==> src/rtl/tuner_ctl_pkg.sv <==
package tuner_ctl_pkg;

  localparam int BYTE_W = 8;

  typedef enum logic [2:0] {
    ST_IDLE,
    ST_RX,
    ST_ACK,
    ST_TX,
    ST_TXACK
  } bus_state_e;

  typedef struct packed {
    logic [4:0] ref_sel;
    logic       gp_drive;
    logic       refout_en;
    logic [1:0] cp_cur;
    logic [2:0] test_mode;
  } ctrl_t;

  localparam ctrl_t CTRL_DEFAULT = '{ref_sel: 5'd0, gp_drive: 1'b0, refout_en: 1'b1,
                                     cp_cur: 2'd0, test_mode: 3'd0};

endpackage

==> src/rtl/tuner_sync.sv <==
module tuner_sync #(
  parameter int   STAGES  = 2,
  parameter logic RST_VAL = 1'b1
) (
  input  logic clk,
  input  logic rst_n,
  input  logic d,
  output logic q
);
  logic [STAGES-1:0] pipe;

  always_ff @(posedge clk or negedge rst_n) begin
    if (!rst_n) pipe <= {STAGES{RST_VAL}};
    else        pipe <= {pipe[STAGES-2:0], d};
  end

  assign q = pipe[STAGES-1];
endmodule

==> src/rtl/tuner_i2c_core.sv <==
module tuner_i2c_core
  import tuner_ctl_pkg::*;
#(
  parameter logic [6:0] DEV_ADDR = 7'h61
) (
  input  logic              clk,
  input  logic              rst_n,
  input  logic              abort,
  input  logic              scl_s,
  input  logic              sda_s,
  input  logic [BYTE_W-1:0] status_byte,
  output logic              sda_oe,
  output logic              wr_valid,
  output logic [BYTE_W-1:0] wr_data,
  output logic              txn_start,
  output logic              stop_evt,
  output logic              stop_rd
);
  localparam int CNT_W = $clog2(BYTE_W + 1);
  localparam logic [CNT_W-1:0] CNT_FULL = CNT_W'(BYTE_W);
  localparam logic [CNT_W-1:0] CNT_LAST = CNT_W'(BYTE_W - 1);

  bus_state_e        state;
  logic [CNT_W-1:0]  cnt;
  logic [BYTE_W-1:0] rx_sr, tx_sr;
  logic              scl_d, sda_d;
  logic              addr_ph, rd_mode, addressed, mack;
  logic              scl_rise, scl_fall, start_det, stop_det;

  assign scl_rise  = scl_s & ~scl_d;
  assign scl_fall  = ~scl_s & scl_d;
  assign start_det = scl_s & scl_d & sda_d & ~sda_s;
  assign stop_det  = scl_s & scl_d & ~sda_d & sda_s;

  // open-drain: pull low for acknowledge, or for a zero data bit
  assign sda_oe = (state == ST_ACK) | ((state == ST_TX) & ~tx_sr[BYTE_W-1]);

  always_ff @(posedge clk or negedge rst_n) begin
    if (!rst_n) begin
      scl_d <= 1'b1;
      sda_d <= 1'b1;
    end else begin
      scl_d <= scl_s;
      sda_d <= sda_s;
    end
  end

  always_ff @(posedge clk or negedge rst_n) begin
    if (!rst_n) begin
      state     <= ST_IDLE;
      cnt       <= '0;
      rx_sr     <= '0;
      tx_sr     <= '0;
      addr_ph   <= 1'b0;
      rd_mode   <= 1'b0;
      addressed <= 1'b0;
      mack      <= 1'b0;
      wr_valid  <= 1'b0;
      wr_data   <= '0;
      txn_start <= 1'b0;
      stop_evt  <= 1'b0;
      stop_rd   <= 1'b0;
    end else begin
      wr_valid  <= 1'b0;
      txn_start <= 1'b0;
      stop_evt  <= 1'b0;
      stop_rd   <= 1'b0;
      if (abort) begin
        state     <= ST_IDLE;
        addressed <= 1'b0;
        rd_mode   <= 1'b0;
      end else if (start_det) begin
        state     <= ST_RX;
        cnt       <= '0;
        addr_ph   <= 1'b1;
        addressed <= 1'b0;
        rd_mode   <= 1'b0;
        txn_start <= 1'b1;
      end else if (stop_det) begin
        state     <= ST_IDLE;
        stop_evt  <= 1'b1;
        stop_rd   <= addressed & rd_mode;
        addressed <= 1'b0;
      end else begin
        case (state)
          ST_RX: begin
            if (scl_rise && cnt != CNT_FULL) begin
              rx_sr <= {rx_sr[BYTE_W-2:0], sda_s};
              cnt   <= cnt + 1'b1;
            end else if (scl_fall && cnt == CNT_FULL) begin
              cnt <= '0;
              if (addr_ph) begin
                if (rx_sr[BYTE_W-1:1] == DEV_ADDR) begin
                  addressed <= 1'b1;
                  rd_mode   <= rx_sr[0];
                  state     <= ST_ACK;
                end else begin
                  state <= ST_IDLE;
                end
              end else begin
                wr_valid <= 1'b1;
                wr_data  <= rx_sr;
                state    <= ST_ACK;
              end
            end
          end
          ST_ACK: begin
            if (scl_fall) begin
              addr_ph <= 1'b0;
              cnt     <= '0;
              if (rd_mode) begin
                tx_sr <= status_byte;
                state <= ST_TX;
              end else begin
                state <= ST_RX;
              end
            end
          end
          ST_TX: begin
            if (scl_fall) begin
              if (cnt == CNT_LAST) begin
                cnt   <= '0;
                state <= ST_TXACK;
              end else begin
                tx_sr <= {tx_sr[BYTE_W-2:0], 1'b0};
                cnt   <= cnt + 1'b1;
              end
            end
          end
          ST_TXACK: begin
            if (scl_rise) begin
              mack <= ~sda_s;
            end else if (scl_fall) begin
              if (mack) begin
                tx_sr <= status_byte;
                state <= ST_TX;
              end else begin
                state <= ST_IDLE;
              end
            end
          end
          default: state <= ST_IDLE;
        endcase
      end
    end
  end
endmodule

==> src/rtl/tuner_regs.sv <==
module tuner_regs
  import tuner_ctl_pkg::*;
#(
  parameter int FREQ_W = 15
) (
  input  logic              clk,
  input  logic              rst_n,
  input  logic              por_evt,
  input  logic              wr_valid,
  input  logic [BYTE_W-1:0] wr_data,
  input  logic              txn_start,
  input  logic              stop_evt,
  input  logic              stop_rd,
  input  logic              lock_s,
  output logic [FREQ_W-1:0] freq_word,
  output ctrl_t             ctrl,
  output logic              por_flag,
  output logic [BYTE_W-1:0] status_byte
);
  localparam int HI_W = FREQ_W - BYTE_W;
  localparam int IDX_W = 3;
  localparam logic [IDX_W-1:0] IDX_HI   = 3'd0;
  localparam logic [IDX_W-1:0] IDX_LO   = 3'd1;
  localparam logic [IDX_W-1:0] IDX_LOOP = 3'd2;
  localparam logic [IDX_W-1:0] IDX_OUT  = 3'd3;
  localparam logic [IDX_W-1:0] IDX_SAT  = 3'd4;

  logic [FREQ_W-1:0] shadow;
  logic [IDX_W-1:0]  idx;

  assign status_byte = {5'b00000, lock_s, por_flag, 1'b0};

  always_ff @(posedge clk or negedge rst_n) begin
    if (!rst_n) begin
      shadow    <= '0;
      freq_word <= '0;
      ctrl      <= CTRL_DEFAULT;
      por_flag  <= 1'b1;
      idx       <= '0;
    end else if (por_evt) begin
      shadow    <= '0;
      freq_word <= '0;
      ctrl      <= CTRL_DEFAULT;
      por_flag  <= 1'b1;
      idx       <= '0;
    end else begin
      if (txn_start) idx <= '0;
      if (wr_valid) begin
        case (idx)
          IDX_HI: shadow[FREQ_W-1:BYTE_W] <= wr_data[HI_W-1:0];
          IDX_LO: begin
            shadow[BYTE_W-1:0] <= wr_data;
            freq_word          <= {shadow[FREQ_W-1:BYTE_W], wr_data};
          end
          IDX_LOOP: begin
            ctrl.cp_cur    <= wr_data[7:6];
            ctrl.test_mode <= wr_data[5:3];
          end
          IDX_OUT: begin
            ctrl.ref_sel   <= wr_data[4:0];
            ctrl.gp_drive  <= wr_data[5];
            ctrl.refout_en <= wr_data[6];
          end
          default: ;
        endcase
        if (idx != IDX_SAT) idx <= idx + 1'b1;
      end
      if (stop_evt) begin
        freq_word <= shadow;
        if (stop_rd) por_flag <= 1'b0;
      end
    end
  end
endmodule

==> src/rtl/tuner_ctl_i2c.sv <==
module tuner_ctl_i2c
  import tuner_ctl_pkg::*;
#(
  parameter logic [6:0] DEV_ADDR    = 7'h61,
  parameter int         SYNC_STAGES = 2,
  parameter int         FREQ_W      = 15
) (
  input  logic              clk,
  input  logic              rst_n,
  input  logic              scl_i,
  input  logic              sda_i,
  output logic              sda_oe,
  input  logic              lock_i,
  input  logic              por_pulse_i,
  output logic [FREQ_W-1:0] freq_word,
  output logic [4:0]        ref_sel,
  output logic [1:0]        cp_cur,
  output logic [2:0]        test_mode,
  output logic              gp_drive,
  output logic              refout_en
);
  localparam int N_SYNC = 3;
  localparam logic [N_SYNC-1:0] SYNC_RST = 3'b011;

  logic [N_SYNC-1:0] sync_in, sync_out;
  logic              scl_s, sda_s, lock_s;
  logic              wr_valid, txn_start, stop_evt, stop_rd, por_flag;
  logic [BYTE_W-1:0] wr_data, status_byte;
  ctrl_t             ctrl;

  assign sync_in = {lock_i, sda_i, scl_i};

  for (genvar g = 0; g < N_SYNC; g++) begin : g_sync
    tuner_sync #(.STAGES(SYNC_STAGES), .RST_VAL(SYNC_RST[g])) u_sync (
      .clk(clk), .rst_n(rst_n), .d(sync_in[g]), .q(sync_out[g])
    );
  end

  assign scl_s  = sync_out[0];
  assign sda_s  = sync_out[1];
  assign lock_s = sync_out[2];

  tuner_i2c_core #(.DEV_ADDR(DEV_ADDR)) u_core (
    .clk(clk), .rst_n(rst_n), .abort(por_pulse_i),
    .scl_s(scl_s), .sda_s(sda_s), .status_byte(status_byte),
    .sda_oe(sda_oe), .wr_valid(wr_valid), .wr_data(wr_data),
    .txn_start(txn_start), .stop_evt(stop_evt), .stop_rd(stop_rd)
  );

  tuner_regs #(.FREQ_W(FREQ_W)) u_regs (
    .clk(clk), .rst_n(rst_n), .por_evt(por_pulse_i),
    .wr_valid(wr_valid), .wr_data(wr_data), .txn_start(txn_start),
    .stop_evt(stop_evt), .stop_rd(stop_rd), .lock_s(lock_s),
    .freq_word(freq_word), .ctrl(ctrl), .por_flag(por_flag),
    .status_byte(status_byte)
  );

  assign ref_sel   = ctrl.ref_sel;
  assign cp_cur    = ctrl.cp_cur;
  assign test_mode = ctrl.test_mode;
  assign gp_drive  = ctrl.gp_drive;
  assign refout_en = ctrl.refout_en;
endmodule

==> config.mk <==
export PLATFORM = sky130hd
export DESIGN_NAME = tuner_ctl_i2c
export DESIGN_NICKNAME = d
export VERILOG_FILES = /design/src/rtl/tuner_ctl_pkg.sv /design/src/rtl/tuner_sync.sv /design/src/rtl/tuner_i2c_core.sv /design/src/rtl/tuner_regs.sv /design/src/rtl/tuner_ctl_i2c.sv
export SDC_FILE = /design/constraint.sdc
export NUM_CORES = 1
export LEC_CHECK = 0
export ABC_AREA = 1
export BUFFER_PORTS_ARGS = -buffer_cell sky130_fd_sc_hd__buf_2
export CAP_MARGIN = 30
export CORE_ASPECT_RATIO = 0.75
export CORE_MARGIN = 3
export CORE_UTILIZATION = 55
export CTS_BUF_LIST = sky130_fd_sc_hd__clkbuf_4
export CTS_CLUSTER_SIZE = 28
export DETAILED_ROUTE_END_ITERATION = 10
export PLACE_DENSITY = 0.73
export SYNTH_ARGS = -nofsm -noshare
export SYNTH_HDL_FRONTEND = slang
export SYNTH_HIERARCHICAL = 1
export SYNTH_SLANG_ARGS = --single-unit
==> constraint.sdc <==
create_clock -name clk -period 1.85 [get_ports clk]
set_input_delay 0.2775 -clock clk [delete_from_list [all_inputs] [get_ports clk]]
set_output_delay 0.2775 -clock clk [all_outputs]
set_load 0.005 [all_outputs]
==> results.md <==
- Outcome: complete, no violations
- Post-layout minimum cycle time: 1750 ps
- P_sw: 0.870 mW
- Post-DP HPWL: 6620 um
- Sw Share: 26.4%
- Clock share of power: 30.6%
- GR Util All Layers: 21.9%
- Cell Area, Synth: 4480 um2
- Port Buffers: 33
- CP Data Required Time: 1570 ps
- Seq pwr share: 63.4%
- Die area: 9270 um2
- Fmax: 572 MHz
- CTS Buffer Depth: 2
- # H-tree levels: 3
- RSZ-0062 raised after global routing: false
- Initial antenna violation count: 0
- Setup TNS: 0 ps
- Critical Path Start: u_core/state[1]$_DFFE_PN0P_
- Post-synth top area cell: dfrtp_1
- Clock Latency Late Sink: 470 ps
- Number of global-route vias before repair: 3247
- Post-CTS Setup Inserts: 0
- Crit start category: flip-flop
- Worst-path clk slew: 140 ps
- Type of the most critical hold path: input port to async pin
- Root buffer cell: clkbuf_4
- Global-route wire length before repair: 16000 um
- Seq/Total Area, Yosys: 52.2%
- Reg-to-reg critical path endpoint: u_core/tx_sr[1]$_DFFE_PN0P_
- Vias: 3443
- FFs w/ async S/R, synth: 100%
- Initial drt markers: 232
- Worst-path maximum fanout: 6
- Final worst path period share: 94.5%
- Synth unique cells: 35
- CP Capture Type: output pin
- Leak pwr: 2.46 nW
- Worst Reg-to-Reg Cells: 9
- Syn_area_per_cell: 8.55 um2
- Util after Layout: 63.5%
- Largest net degree at the start of global routing: 57
- Vias per inst: 5.18
- Synth top area cells: dfrtp_1, nand2_1, dfstp_2, inv_1, nor2_1
- Reg2reg start: g_sync[1].u_sync/pipe[1]$_DFF_PN1_
- Total core area: 7630 um2
- Num rows: 27
- CTS tree: built
- Final wirelength: 9290 um
- FF+latch count, synth: 93
- Most common cell after layout, fill and taps aside: nand2_1
- Die height: 84.1 um
- Clock sinks: 93
- Number of synthesized flops with an enable pin: 0
- Fin nets: 572
- DR pass1 iterations: 4
- DRC Markers: 0
- Starting Density: 58.7%
- Commonest cells after routing, fill and taps aside: nand2_1, dfrtp_1, nor2_1, inv_1, nand3_1
- Ys flop type: dfrtp_1
- Crit Path Category: flip-flop to output pin
- Area delta synth->final: 8.30%
- Yosys top cell area share: 47.5%
- CTS Buf Count: 9
- Combinational group share of total power: 5.9%
- Max Slew Vio Count: 0
- Power per standard cell area: 679 nW/um2
- Gr ovfl total: 0
- P_int: 2.42 mW
- Setup slack, reg-to-reg: 180 ps
- Die W: 110 um
- Final setup fails: 0
- WP data arrival: 1470 ps
- Final Skew: 26.3 ps
- Final GP Congestion: 0.983
- Worst hold margin: 166 ps
- Synth warnings: 6
- Share of layout cells above drive strength 1: 18.8%
- Max IR drop VDD: 0.374 mV
- Final hold vios: 0
- Worst setup path endpoint: sda_oe
- Number of diodes: 0
- Ports: 34
- Cell count after synthesis: 524
- Final ANT Viol Nets: 0
- Max Cap Viol: 0
- Avg WL per Cell: 14.0 um
## flip-flops by register name, summed over array words and instances (netlist names)
| name | cells |
|---|---|
| u_regs/shadow | 15 |
| u_core/tx_sr | 8 |
| u_core/scl_d | 1 |
| u_core/rx_sr | 8 |
| u_core/wr_valid | 1 |
| u_core/stop_evt | 1 |
| u_regs/freq_word | 15 |
| u_core/state | 3 |
| u_core/addr_ph | 1 |
| u_core/addressed | 1 |
| u_regs/idx | 3 |
| u_core/sda_d | 1 |
| g_sync.u_sync/pipe | 6 |
| u_regs/por_flag | 1 |
| u_core/stop_rd | 1 |
| u_regs/ctrl | 12 |
| u_core/wr_data | 8 |
| u_core/cnt | 4 |
| u_core/rd_mode | 1 |
| u_core/txn_start | 1 |
| u_core/mack | 1 |
## cells in the mapped netlist, types with 3 or more instances
library cell,instances
dfstp_2,8
o21ai_0,26
inv_2,7
nand4_1,10
nand3_1,34
nor3_1,5
nor2_1,47
o21ai_1,25
buf_4,10
buf_6,3
o21ai_2,14
nand2_2,5
dfrtp_1,85
ha_1,7
inv_1,47
mux2i_1,7
nand2_1,153
buf_2,8
## routing by layer
layer	routed length, um	vias up	track usage (%)
li1	-	1731	-
met1	4660	1607	35.8
met2	3890	94	29.5
met3	612	11	4.46
met4	130	0	5.82
met5	0	-	0
## through the flow
step	cell area, um2	std cells	total power [mW]	setup slack [ps]
floorplan	4500	529	2.24	309
global placement	4670	645	2.31	178
detailed placement	4670	645	2.31	58.7
CTS	4830	665	3.32	40.2
global route	4850	665	3.44	29.4
finish	4850	665	3.29	102
## worst max-delay path, stage by stage (launching register included)
cell and delay, ps:
dfrtp_1 590, nand2_2 170, a21oi_1 140, buf_2 120
## timing repair
| item | in CTS | in global routing |
|---|---|---|
| hold buffers | 4 | 0 |
| gates resized for setup | 0 | 5 |
| hold endpoints to repair | 88 | 0 |
| setup endpoints to repair | 0 | 16 |
## area by class of cell
cell class,count,area (um2)
fill,701,2790
inverter,55,209
clock inverter,6,46.3
clock buffer,10,75.1
timing repair buffer,43,265
tap,101,126
sequential,93,2340
multi-input combinational,357,1790
## power by group through the flow
stage	clock, mW	sequential [mW]	combinational, mW
5_1_grt	1.12	2.10	0.222
3_5_place_dp	0	2.13	0.187
4_1_cts	1.04	2.09	0.194
6_report	1.01	2.09	0.195
2_1_floorplan	0	2.12	0.116
3_3_place_gp	0	2.13	0.181
## worst min-delay path by stage
stage / startpoint / endpoint / depth (start not counted)
5_1_grt: rst_n / u_core/tx_sr[7]$_DFFE_PN0P_ / 2
2_1_floorplan: rst_n / g_sync[2].u_sync/pipe[0]$_DFF_PN0_ / 0
4_1_cts: rst_n / u_core/tx_sr[7]$_DFFE_PN0P_ / 2
6_report: rst_n / u_core/cnt[2]$_DFFE_PN0P_ / 2
3_5_place_dp: rst_n / u_core/cnt[2]$_DFFE_PN0P_ / 1
3_3_place_gp: rst_n / u_core/cnt[2]$_DFFE_PN0P_ / 1
## kinds of logic (layout without fill, tap and decap cells)
family	Yosys count	in the layout	synth area share [%]
adder cells (fa/ha/maj)	7	7	1.96
multiplexers	7	7	1.56
XOR/XNOR	1	1	0.196
other	1	6	0.0837
AND/OR/NAND/NOR	266	266	26.2
AO/OA/AOI/OAI	70	70	9.19
buffers and inverters	79	114	8.61
flip-flops	93	93	52.2
Note: power is estimated with default switching activity, not from simulation.
